File: config.mk
export PLATFORM = sky130hd
export DESIGN_NAME = pt_walker
export DESIGN_NICKNAME = d
export VERILOG_FILES = /design/src/rtl/pt_walk_pkg.sv /design/src/rtl/pt_addr_gen.sv /design/src/rtl/pt_entry_eval.sv /design/src/rtl/pt_walker.sv
export SDC_FILE = /design/constraint.sdc
export NUM_CORES = 1
export LEC_CHECK = 0
export CORE_UTILIZATION = 24
export CTS_BUF_LIST = sky130_fd_sc_hd__clkbuf_4
export DETAILED_ROUTE_END_ITERATION = 6
export GPL_TIMING_DRIVEN = 0
export PLACE_DENSITY = 0.56
export SYNTH_ARGS = -nofsm -noshare
export SYNTH_HDL_FRONTEND = slang
export SYNTH_SLANG_ARGS = --single-unit
File: constraint.sdc
create_clock -name clk -period 8.65 [get_ports clk]
set_input_delay 1.73 -clock clk [delete_from_list [all_inputs] [get_ports clk]]
set_output_delay 1.73 -clock clk [all_outputs]
set_load 0.01 [all_outputs]
File: src/rtl/pt_walk_pkg.sv
package pt_walk_pkg;
  localparam int PA_W     = 52;
  localparam int VA_W     = 64;
  localparam int ENT_W    = 64;
  localparam int IDX_W    = 9;
  localparam int PG_SHIFT = 12;
  localparam int LVL_W    = 2;

  localparam int B_P  = 0;
  localparam int B_RW = 1;
  localparam int B_US = 2;
  localparam int B_A  = 5;
  localparam int B_D  = 6;
  localparam int B_PS = 7;
  localparam int B_NX = 63;

  typedef enum logic [1:0] {FLT_NONE = 2'd0, FLT_GP = 2'd1, FLT_NP = 2'd2, FLT_RSV = 2'd3} fault_e;
  typedef enum logic [1:0] {PG_4K = 2'd0, PG_2M = 2'd1, PG_1G = 2'd2} pgsz_e;

  function automatic logic [IDX_W-1:0] f_index(input logic [VA_W-1:0] va, input logic [LVL_W-1:0] lvl);
    return va[PG_SHIFT + IDX_W*int'(lvl) +: IDX_W];
  endfunction

  function automatic logic f_canonical(input logic [VA_W-1:0] va);
    return (&va[63:47]) | ~(|va[63:47]);
  endfunction

  function automatic logic [ENT_W-1:0] f_page_mask(input logic [LVL_W-1:0] lvl);
    case (lvl)
      2'd2:    return (64'd1 << 30) - 64'd1;
      2'd1:    return (64'd1 << 21) - 64'd1;
      default: return (64'd1 << PG_SHIFT) - 64'd1;
    endcase
  endfunction

  function automatic logic [ENT_W-1:0] f_rsvd_mask(input int phys_bits, input logic nx_en);
    logic [ENT_W-1:0] m;
    for (int i = 0; i < ENT_W; i++) m[i] = (i >= phys_bits) && (i < PA_W);
    m[B_NX] = ~nx_en;
    return m;
  endfunction

  function automatic logic [PA_W-1:0] f_leaf_pa(input logic [ENT_W-1:0] ent, input logic [VA_W-1:0] va,
                                                input logic [LVL_W-1:0] lvl);
    logic [PA_W-1:0] pm;
    pm = f_page_mask(lvl)[PA_W-1:0];
    return ({ent[PA_W-1:PG_SHIFT], {PG_SHIFT{1'b0}}} & ~pm) | (va[PA_W-1:0] & pm);
  endfunction
endpackage

File: src/rtl/pt_addr_gen.sv
module pt_addr_gen
  import pt_walk_pkg::*;
(
  input  logic [VA_W-1:0]  new_vaddr,
  input  logic [VA_W-1:0]  walk_vaddr,
  input  logic [PA_W-1:0]  table_base,
  input  logic [LVL_W-1:0] level,
  output logic [PA_W-1:0]  entry_addr,
  output logic             canonical
);
  logic [IDX_W-1:0] idx;

  always_comb begin
    idx        = f_index(walk_vaddr, level);
    entry_addr = table_base + {{(PA_W-IDX_W-3){1'b0}}, idx, 3'b000};
    canonical  = f_canonical(new_vaddr);
  end
endmodule

File: src/rtl/pt_entry_eval.sv
module pt_entry_eval
  import pt_walk_pkg::*;
#(
  parameter int PHYS_BITS = 40
) (
  input  logic [ENT_W-1:0] entry,
  input  logic [LVL_W-1:0] level,
  input  logic [VA_W-1:0]  vaddr,
  input  logic             is_write,
  input  logic             nx_en,
  input  logic [2:0]       prot_in,
  output fault_e           fault,
  output logic             is_leaf,
  output logic             wb_need,
  output logic [ENT_W-1:0] wb_data,
  output logic [2:0]       prot_out,
  output logic [PA_W-1:0]  next_base,
  output logic [PA_W-1:0]  leaf_pa,
  output pgsz_e            leaf_size
);
  localparam logic [ENT_W-1:0] LOW_FLAGS = 64'h1FFF;

  logic ps_leaf, rsv, misalign;
  logic [ENT_W-1:0] pmask;

  always_comb begin
    pmask    = f_page_mask(level);
    ps_leaf  = entry[B_PS] && (level == 2'd2 || level == 2'd1);
    is_leaf  = (level == 2'd0) || ps_leaf;
    rsv      = (|(entry & f_rsvd_mask(PHYS_BITS, nx_en))) || (level == 2'd3 && entry[B_PS]);
    misalign = ps_leaf && (|(entry & pmask & ~LOW_FLAGS));
    if (!entry[B_P])          fault = FLT_NP;
    else if (rsv || misalign) fault = FLT_RSV;
    else                      fault = FLT_NONE;
    wb_data        = entry;
    wb_data[B_A]   = 1'b1;
    if (is_leaf && is_write) wb_data[B_D] = 1'b1;
    wb_need   = (wb_data != entry);
    prot_out  = prot_in & {~entry[B_NX], entry[B_US], entry[B_RW]};
    next_base = {entry[PA_W-1:PG_SHIFT], {PG_SHIFT{1'b0}}};
    leaf_pa   = f_leaf_pa(entry, vaddr, level);
    case (level)
      2'd2:    leaf_size = PG_1G;
      2'd1:    leaf_size = PG_2M;
      default: leaf_size = PG_4K;
    endcase
  end
endmodule

File: src/rtl/pt_walker.sv
module pt_walker
  import pt_walk_pkg::*;
#(
  parameter int PHYS_BITS = 40
) (
  input  logic             clk,
  input  logic             rst_n,
  input  logic             req_valid,
  input  logic [63:0]      req_vaddr,
  input  logic [1:0]       req_access,
  input  logic [51:0]      root_base,
  input  logic             nx_enable,
  output logic             busy,
  output logic             done,
  output logic [1:0]       fault_code,
  output logic [1:0]       page_size,
  output logic [51:0]      pa,
  output logic [2:0]       perm,
  output logic             mem_req_valid,
  input  logic             mem_req_ready,
  output logic             mem_req_write,
  output logic [51:0]      mem_req_addr,
  output logic [63:0]      mem_req_wdata,
  input  logic             mem_rsp_valid,
  input  logic [63:0]      mem_rsp_data
);
  typedef enum logic [2:0] {S_IDLE, S_RD, S_WAIT, S_EVAL, S_WB, S_FIN} state_e;

  state_e           state;
  logic [VA_W-1:0]  va_q;
  logic             wr_q, nx_q;
  logic [LVL_W-1:0] lvl_q;
  logic [PA_W-1:0]  base_q, pa_q;
  logic [ENT_W-1:0] ent_q;
  logic [2:0]       prot_q;
  fault_e           fault_q;
  pgsz_e            size_q;

  logic [PA_W-1:0]  ent_addr;
  logic             canon;
  fault_e           ev_fault;
  logic             ev_leaf, ev_wb;
  logic [ENT_W-1:0] ev_wb_data;
  logic [2:0]       ev_prot;
  logic [PA_W-1:0]  ev_next, ev_pa;
  pgsz_e            ev_size;

  // named events for the checker
  logic accept, gp_hit, np_hit, rsv_hit, walk_advance;

  pt_addr_gen u_addr (
    .new_vaddr(req_vaddr), .walk_vaddr(va_q), .table_base(base_q), .level(lvl_q),
    .entry_addr(ent_addr), .canonical(canon)
  );

  pt_entry_eval #(.PHYS_BITS(PHYS_BITS)) u_eval (
    .entry(ent_q), .level(lvl_q), .vaddr(va_q), .is_write(wr_q), .nx_en(nx_q),
    .prot_in(prot_q), .fault(ev_fault), .is_leaf(ev_leaf), .wb_need(ev_wb),
    .wb_data(ev_wb_data), .prot_out(ev_prot), .next_base(ev_next), .leaf_pa(ev_pa),
    .leaf_size(ev_size)
  );

  assign accept       = (state == S_IDLE) && req_valid;
  assign gp_hit       = accept && !canon;
  assign np_hit       = (state == S_EVAL) && (ev_fault == FLT_NP);
  assign rsv_hit      = (state == S_EVAL) && (ev_fault == FLT_RSV);
  assign walk_advance = ((state == S_EVAL) && (ev_fault == FLT_NONE) && !ev_wb) ||
                        ((state == S_WB) && mem_req_ready);

  assign busy          = (state != S_IDLE);
  assign done          = (state == S_FIN);
  assign fault_code    = fault_q;
  assign page_size     = size_q;
  assign pa            = pa_q;
  assign perm          = prot_q;
  assign mem_req_valid = (state == S_RD) || (state == S_WB);
  assign mem_req_write = (state == S_WB);
  assign mem_req_addr  = ent_addr;
  assign mem_req_wdata = ev_wb_data;

  always_ff @(posedge clk) begin
    if (!rst_n) begin
      state   <= S_IDLE;
      va_q    <= '0;
      wr_q    <= 1'b0;
      nx_q    <= 1'b0;
      lvl_q   <= '0;
      base_q  <= '0;
      pa_q    <= '0;
      ent_q   <= '0;
      prot_q  <= '0;
      fault_q <= FLT_NONE;
      size_q  <= PG_4K;
    end else begin
      case (state)
        S_IDLE: if (req_valid) begin
          va_q   <= req_vaddr;
          wr_q   <= (req_access == 2'd1);
          nx_q   <= nx_enable;
          lvl_q  <= 2'd3;
          base_q <= {root_base[PA_W-1:PG_SHIFT], {PG_SHIFT{1'b0}}};
          prot_q <= 3'b111;
          if (!canon) begin
            fault_q <= FLT_GP;
            state   <= S_FIN;
          end else begin
            state <= S_RD;
          end
        end
        S_RD:   if (mem_req_ready) state <= S_WAIT;
        S_WAIT: if (mem_rsp_valid) begin
          ent_q <= mem_rsp_data;
          state <= S_EVAL;
        end
        S_EVAL: if (ev_fault != FLT_NONE) begin
          fault_q <= ev_fault;
          state   <= S_FIN;
        end else if (ev_wb) begin
          state <= S_WB;
        end
        S_FIN:  state <= S_IDLE;
        default: ;
      endcase
      if (walk_advance) begin
        prot_q <= ev_prot;
        if (ev_leaf) begin
          pa_q    <= ev_pa;
          size_q  <= ev_size;
          fault_q <= FLT_NONE;
          state   <= S_FIN;
        end else begin
          lvl_q  <= lvl_q - 2'd1;
          base_q <= ev_next;
          state  <= S_RD;
        end
      end
    end
  end
endmodule

==> flow_summary.ini, run 1 <==
[status]
run_status = finished, final reports clean

[timing]
final.setup_skew_ps = 52.6
setup_viol_count_final = 0
relSlewSlack = 0.366
worst_pin_slew_ps = 951
fin_crit_ps = 8180
hold_viol_final = 0
upper_clock_frequency_limit_mhz = 122
fin_tns_setup_ps = 0
unrepaired_setup_endpoints_after_global_routing = no
fin_crit_sh = 0.945
hold_slack_final_ps = 427
fin_ws_ps = 475
timing_max_transition_violations_final = 0

[routing]
ant_nets = 0
drc_errors = 0
vias_per_cell = 4.66
first_iteration_detailed_routing_drc_count = 751
number_of_vias_in_the_routed_layout = 12200
routedWlPerCell_um = 20.0
first_pass_iteration_count_of_the_detailed_router = 5
routed_wirelength_um = 52300

[yosys]
async_flop_share = 0
synth_area_per_cell_um2 = 8.33
dominantRegCellSynth = dfxtp_1
postSynthRegisterBits = 246
synth.cell_area_um2 = 12100
ys_types = 51
synth-seq-area-share = 0.405
synth_cells = 1458
synth_edf_count = 0
synth-warning-count = 0
synthesis.nets = 1660

[worst_setup_path]
worst_ep_arrival_time_ps = 6450
cp_data_required_time_ps = 6920
timing.critical_path.cells = buf_2 > clkbuf_4 > buf_2 > inv_1 > ha_1 > clkbuf_2 > o311ai_0 > o31ai_1 > a21oi_1 > ha_1 > a211oi_1 > o211ai_1 > o21ai_0 > or3_1 > clkbuf_1 > nor3_1 > xor2_1 > clkdlybuf4s50_1
critical_path.startpoint_type = flip-flop
critical_path_class = reg2out
worst-path-max-fanout = 10
worstPathBufferInverterCount = 7
crit_start = lvl_q[1]$_SDFF_PN0_
worstReg2RegStart = lvl_q[1]$_SDFF_PN0_
worst_setup_path_end_kind = output port
setup_slack_on_the_worst_flop_to_flop_path_ps = 4240
max_stage_delay_ps = 560
timing.critical_path.max_delay_family = buffers and inverters
worst_path_max_delay_cell = clkdlybuf4s50_1

[clocking]
max-clock-path-buffers = 3
worst_skew_pair.late_latency_ps = 780
tritoncts = done
cts.clk_slew.worst_paths_ps = 60
cts-root-buf = clkbuf_4
cts-hold-fix-buffers = 0
cts_htree_levels = 3
cts_inserted_buffers = 73
cts.sink_count = 246

[placed_design]
post-dp-hpwl_um = 40900
dp_worst_setup_slack_ps = 304
numPortBuffers = 352
place_congestion = 0.868

[global_route]
global_route_total_overflow = 0
number_of_antenna_violations_at_the_first_check_in_global_routing = 4
pin_count_of_the_biggest_net_entering_global_routing = 11
first_global_vias = 12100
grt_pass1_wl_um = 75400
grtUsageTotal = 0.201

[final_layout]
multi_input_comb_area_um2 = 6230
drive_above_1_share = 0.136
nets = 2086
seq_area_um2 = 4920
layout.filler_cells = 5287
mostFrequentLayoutCell = clkdlybuf4s50_1
area_growth_syn_to_layout_pct = 43.9
utilization = 0.349
top_library_cells_by_usage_in_the_layout_fill_and_taps_aside = 352 x clkdlybuf4s50_1, 324 x nand2_1, 246 x dfxtp_1

[die]
die_h_um = 227
core-area_um2 = 50100
floorplan.initialDensity = 0.243
std_cell_rows = 82
top_level_ports = 367
die_area_um2 = 51500
die_width_um = 227

[power_and_ir_drop]
power.density_nw_per_um2 = 189
vdd_drop_max_mv = 0.0745
leakagePower_nw = 6.31

[run]
max_cap_violations = 0

[min_path]
min-delay-start = base_q[2]$_SDFF_PN0_
holdCritPathClass = reg2reg
## worst reg2reg max path: stages, from the launching register on
cell and delay, ps:
dfxtp_1 350, buf_2 310, clkbuf_4 350, buf_2 280, inv_1 90, ha_1 470
a21oi_1 200, nand3_1 120, nor3_1 50, a21oi_1 660, buf_2 400, buf_1 580
nor2_1 200, a211oi_1 240
## cell usage after synthesis, types with 2 or more instances
library cell  instances  area share
nand2_1             324        0.10
dfxtp_1             246        0.41
a21oi_1             148       0.061
nor2_1              102       0.032
clkbuf_1             74       0.023
buf_4                71       0.044
mux2i_1              71       0.059
o21ai_0              58       0.024
nand3_1              56       0.023
a211oi_1             47       0.029
mux4_2               30       0.056
xnor2_1              29       0.021
nand4_1              20       0.010
inv_1                19      0.0059
a211oi_2             18       0.019
xor2_1               17       0.012
nor3_1               14      0.0058
buf_2                13      0.0054
ha_1                 13       0.013
and3_1                9      0.0046
buf_1                 9      0.0028
nor4_1                9      0.0046
o211ai_1              6      0.0037
nand2b_1              5      0.0026
nor2b_1               4      0.0021
o31ai_1               4      0.0025
a21o_1                3      0.0019
a31oi_1               3      0.0015
and2_1                3      0.0015
buf_6                 3      0.0028
mux2_2                3      0.0028
o311ai_0              3      0.0022
a31o_2                2      0.0014
nor3b_1               2      0.0012
o211a_1               2      0.0016
or3_1                 2      0.0010
or4_1                 2      0.0012
## routing by layer
layer	track usage	share of wire	vias to the layer above
li1	-	-	5894
met1	0.244	0.43	5732
met2	0.326	0.46	460
met3	0.0634	0.075	82
met4	0.0842	0.032	2
met5	0	0.00021	-
## state kept, by name (all words and copies together) (netlist names)
register,count
fault_code,2
nx_q,1
perm,3
va_q,64
pa,52
ent_q,64
base_q,52
lvl_q,2
state,3
page_size,2
wr_q,1
## cell type report
| type | count | share of cell area |
|---|---|---|
| Inverter | 20 | 0.00430 |
| Antenna cell | 3 | 0.000430 |
| Timing Repair Buffer | 352 | 0.202 |
| Clock buffer | 108 | 0.0464 |
| Clock inverter | 21 | 0.00616 |
| Multi-Input combinational cell | 1021 | 0.357 |
| Sequential cell | 246 | 0.282 |
| Buffer | 170 | 0.0545 |
| Tap cell | 672 | 0.0481 |
## metrics by stage
step | power (mW) | area [µm²] | std cells
after floorplan | 1.77 | 12100 | 1458
after global placement | 2.18 | 16500 | 2482
after detailed placement | 2.19 | 16500 | 2482
after CTS | 3.35 | 17400 | 2611
after global routing | 3.49 | 17500 | 2611
final | 3.30 | 17500 | 2613
## repair_timing
item,in CTS,in global routing
gates cloned,0,0
gates resized for setup,6,5
pin swaps,0,0
setup buffers,0,0
setup endpoints to repair,17,24
## kinds of logic after synthesis
group / after synthesis / share of synthesized area
AO/OA/AOI/OAI: 301 / 0.153
multiplexers: 104 / 0.117
buffers and inverters: 191 / 0.0843
adder cells (fa/ha/maj): 14 / 0.0150
other: 1 / 0.000309
flip-flops: 246 / 0.405
XOR/XNOR: 46 / 0.0332
AND/OR/NAND/NOR: 555 / 0.192
## report_power, final
group | internal, mW | total [mW] | switching, mW
sequential | 1.21 | 1.31 | 0.0953
combinational | 0.406 | 0.849 | 0.444
clock | 0.600 | 1.14 | 0.537
## final timing paths
kind                                               to  depth (start not counted)
worst min-delay path             base_q[2]$_SDFF_PN0_                          2
worst min register to register   base_q[2]$_SDFF_PN0_                          2
worst max register to register  base_q[45]$_SDFF_PN0_                         13
worst max-delay path                 mem_req_addr[43]                         18
No activity file was read; power rests on OpenSTA's default activity.
==> run 2, diff against run 1 <==
CORE_UTILIZATION = 30   (was 24)
HOLD_SLACK_MARGIN = 0.12   (was unset)
PLACE_DENSITY = 0.65   (was 0.56)
==> run 2 against run 1 <==
Net effect: register-to-register slack lost 70 ps; final cell count shrank 5.8%; critical endpoint unchanged; sequential power is essentially flat; fmax shrank 1.4%; count of clock-buffer cells in the layout shrank 8; sequential share of layout area grew 0.34 points; power shrank 1.1%; die area shrank 20%; wire length shrank 6.9%; cell area shrank 1.2%; critical path depth grew 1; critical path type unchanged; largest cell class unchanged; combinational power shrank 0.5%.
==> flow_summary.ini, run 2 (synthesis gave the netlist of run 1 again) <==
[routing]
routed_wirelength_um = 48700
vias_per_cell = 4.99
routedWlPerCell_um = 19.8
ant_nets = 0
first_iteration_detailed_routing_drc_count = 687
number_of_vias_in_the_routed_layout = 12300
drc_errors = 0
first_pass_iteration_count_of_the_detailed_router = 7

[timing]
hold_slack_final_ps = 431
worst_pin_slew_ps = 922
fin_crit_sh = 0.959
relSlewSlack = 0.385
fin_crit_ps = 8290
hold_viol_final = 0
setup_viol_count_final = 0
final.setup_skew_ps = 60.4
timing_max_transition_violations_final = 0
upper_clock_frequency_limit_mhz = 121
unrepaired_setup_endpoints_after_global_routing = no
fin_ws_ps = 358
fin_tns_setup_ps = 0

[final_layout]
reg_top3 = ent_q (64), va_q (64)
mostFrequentLayoutCell = clkdlybuf4s50_1
layout.filler_cells = 4042
utilization = 0.434
top_library_cells_by_usage_in_the_layout_fill_and_taps_aside = 352 x clkdlybuf4s50_1, 324 x nand2_1, 246 x dfxtp_1
drive_above_1_share = 0.134
post-route-cell-area_um2 = 17300
area_growth_syn_to_layout_pct = 42.2
nets = 2087
finish.cell_count_without_fillers = 2461

[power_and_ir_drop]
finalPower_mw = 3.26
switching_share = 0.321
leakagePower_nw = 6.29
power.clock.fraction = 0.339
pwr-share-comb = 0.259
p_sw_mw = 1.05
vdd_drop_max_mv = 0.0960
internal-power_mw = 2.21
power.density_nw_per_um2 = 189
sequentialPowerShare = 0.401

[placed_design]
place_congestion = 0.917
numPortBuffers = 352
placement.cell_area_um2 = 16300
dp_worst_setup_slack_ps = 404
post-dp-hpwl_um = 37900
dp_cells = 2335

[clocking]
worst_skew_pair.late_latency_ps = 750
max-clock-path-buffers = 3
cts.sink_count = 246
cts-root-buf = clkbuf_4
cts_htree_levels = 3
tritoncts = done
cts.clk_slew.worst_paths_ps = 70
cts_inserted_buffers = 71

[die]
die_area_um2 = 41300
floorplan.initialDensity = 0.305
die_h_um = 203
top_level_ports = 367
die_width_um = 203
core-area_um2 = 39800
std_cell_rows = 73

[worst_setup_path]
critical_path.startpoint_type = flip-flop
worst-path-max-fanout = 10
worstPathBufferInverterCount = 8
worst_path_max_delay_cell = clkdlybuf4s50_1
timing.critical_path.cells = buf_2 > clkbuf_4 > buf_2 > inv_1 > ha_1 > clkbuf_1 > clkbuf_2 > o311ai_0 > o31ai_1 > a21oi_1 > ha_1 > a211oi_1 > o211ai_1 > o21ai_0 > or3_1 > clkbuf_1 > nor3_1 > xor2_1 > clkdlybuf4s50_1
cp_data_required_time_ps = 6920
critical_path_class = reg2out
timing.critical_path.max_delay_family = buffers and inverters
worst_setup_path_end_kind = output port
max_stage_delay_ps = 600
worst_ep_arrival_time_ps = 6560

[run]
max_cap_violations = 0

[global_route]
global_route_total_overflow = 0
grtUsageTotal = 0.230
number_of_antenna_violations_at_the_first_check_in_global_routing = 3
grt_pass1_wl_um = 71500
first_global_vias = 12100
pin_count_of_the_biggest_net_entering_global_routing = 11

[status]
run_status = finished, final reports clean

[min_path]
holdCritPathClass = reg2reg
[run 2: cell count changes in the layout (fill, tap and decap cells not counted), sizes merged]
cell | previous run | this run
diode | 3 | 2
clkbuf | 183 | 176
clkinvlp | 0 | 2
bufinv | 1 | 2
clkinv | 20 | 18
buf | 95 | 97
[run 2: timing repair]
item                                   4_1_cts  5_1_grt
buffers inserted                             0        2
gates cloned                                 0        0
setup endpoints to repair                   15       25
endpoints found under the hold margin        0        0
pin swaps                                    0        1
hold buffers                                 0        0
gates resized for setup                      4        6
[run 2: path summary, 6_finish.rpt]
path                         startpoint                     to  slack (ps)  depth (start not counted)
setup reg to reg    lvl_q[1]$_SDFF_PN0_  base_q[47]$_SDFF_PN0_        4170                         14
hold reg to reg   base_q[11]$_SDFF_PN0_  base_q[11]$_SDFF_PN0_         430                          2
hold / removal    base_q[11]$_SDFF_PN0_  base_q[11]$_SDFF_PN0_         430                          2
setup / recovery    lvl_q[1]$_SDFF_PN0_       mem_req_addr[43]         360                         19
[run 2: layer usage]
metal	GRT usage	wire [µm]	part of all wire
met5	0	26	0.00053
met4	0.0875	1380	0.028
met3	0.0553	3770	0.077
met2	0.376	22500	0.46
met1	0.293	21000	0.43
[run 2: power groups by stage]
stage          logic [mW]  registers, mW  clock network [mW]
6_report            0.845           1.31                1.11
5_1_grt             0.909           1.32                1.21
4_1_cts             0.847           1.31                1.14
3_5_place_dp        0.842           1.33                   0
3_3_place_gp        0.834           1.33                   0
2_1_floorplan       0.474           1.30                   0
[run 2: layout make-up]
type	count	area [µm²]	share of cell area
Multi-Input combinational cell	1021	6220	0.360
Clock buffer	100	751	0.0435
Inverter	20	75.1	0.00435
Timing Repair Buffer	354	3540	0.205
Antenna cell	2	5.00	0.000290
Buffer	171	956	0.0554
Tap cell	525	657	0.0380
Clock inverter	22	146	0.00848
Sequential cell	246	4920	0.285
[run 2: worst reg2reg max path, cell delays in order, from the launching register on]
cell      delay, ps
dfxtp_1         380
buf_2           330
clkbuf_4        340
buf_2           280
inv_1            90
ha_1            270
clkbuf_1        340
a21oi_1         220
nand3_1         130
nor3_1           50
a21oi_1         600
buf_2           400
buf_1           580
nor2_1          170
a211oi_1        240
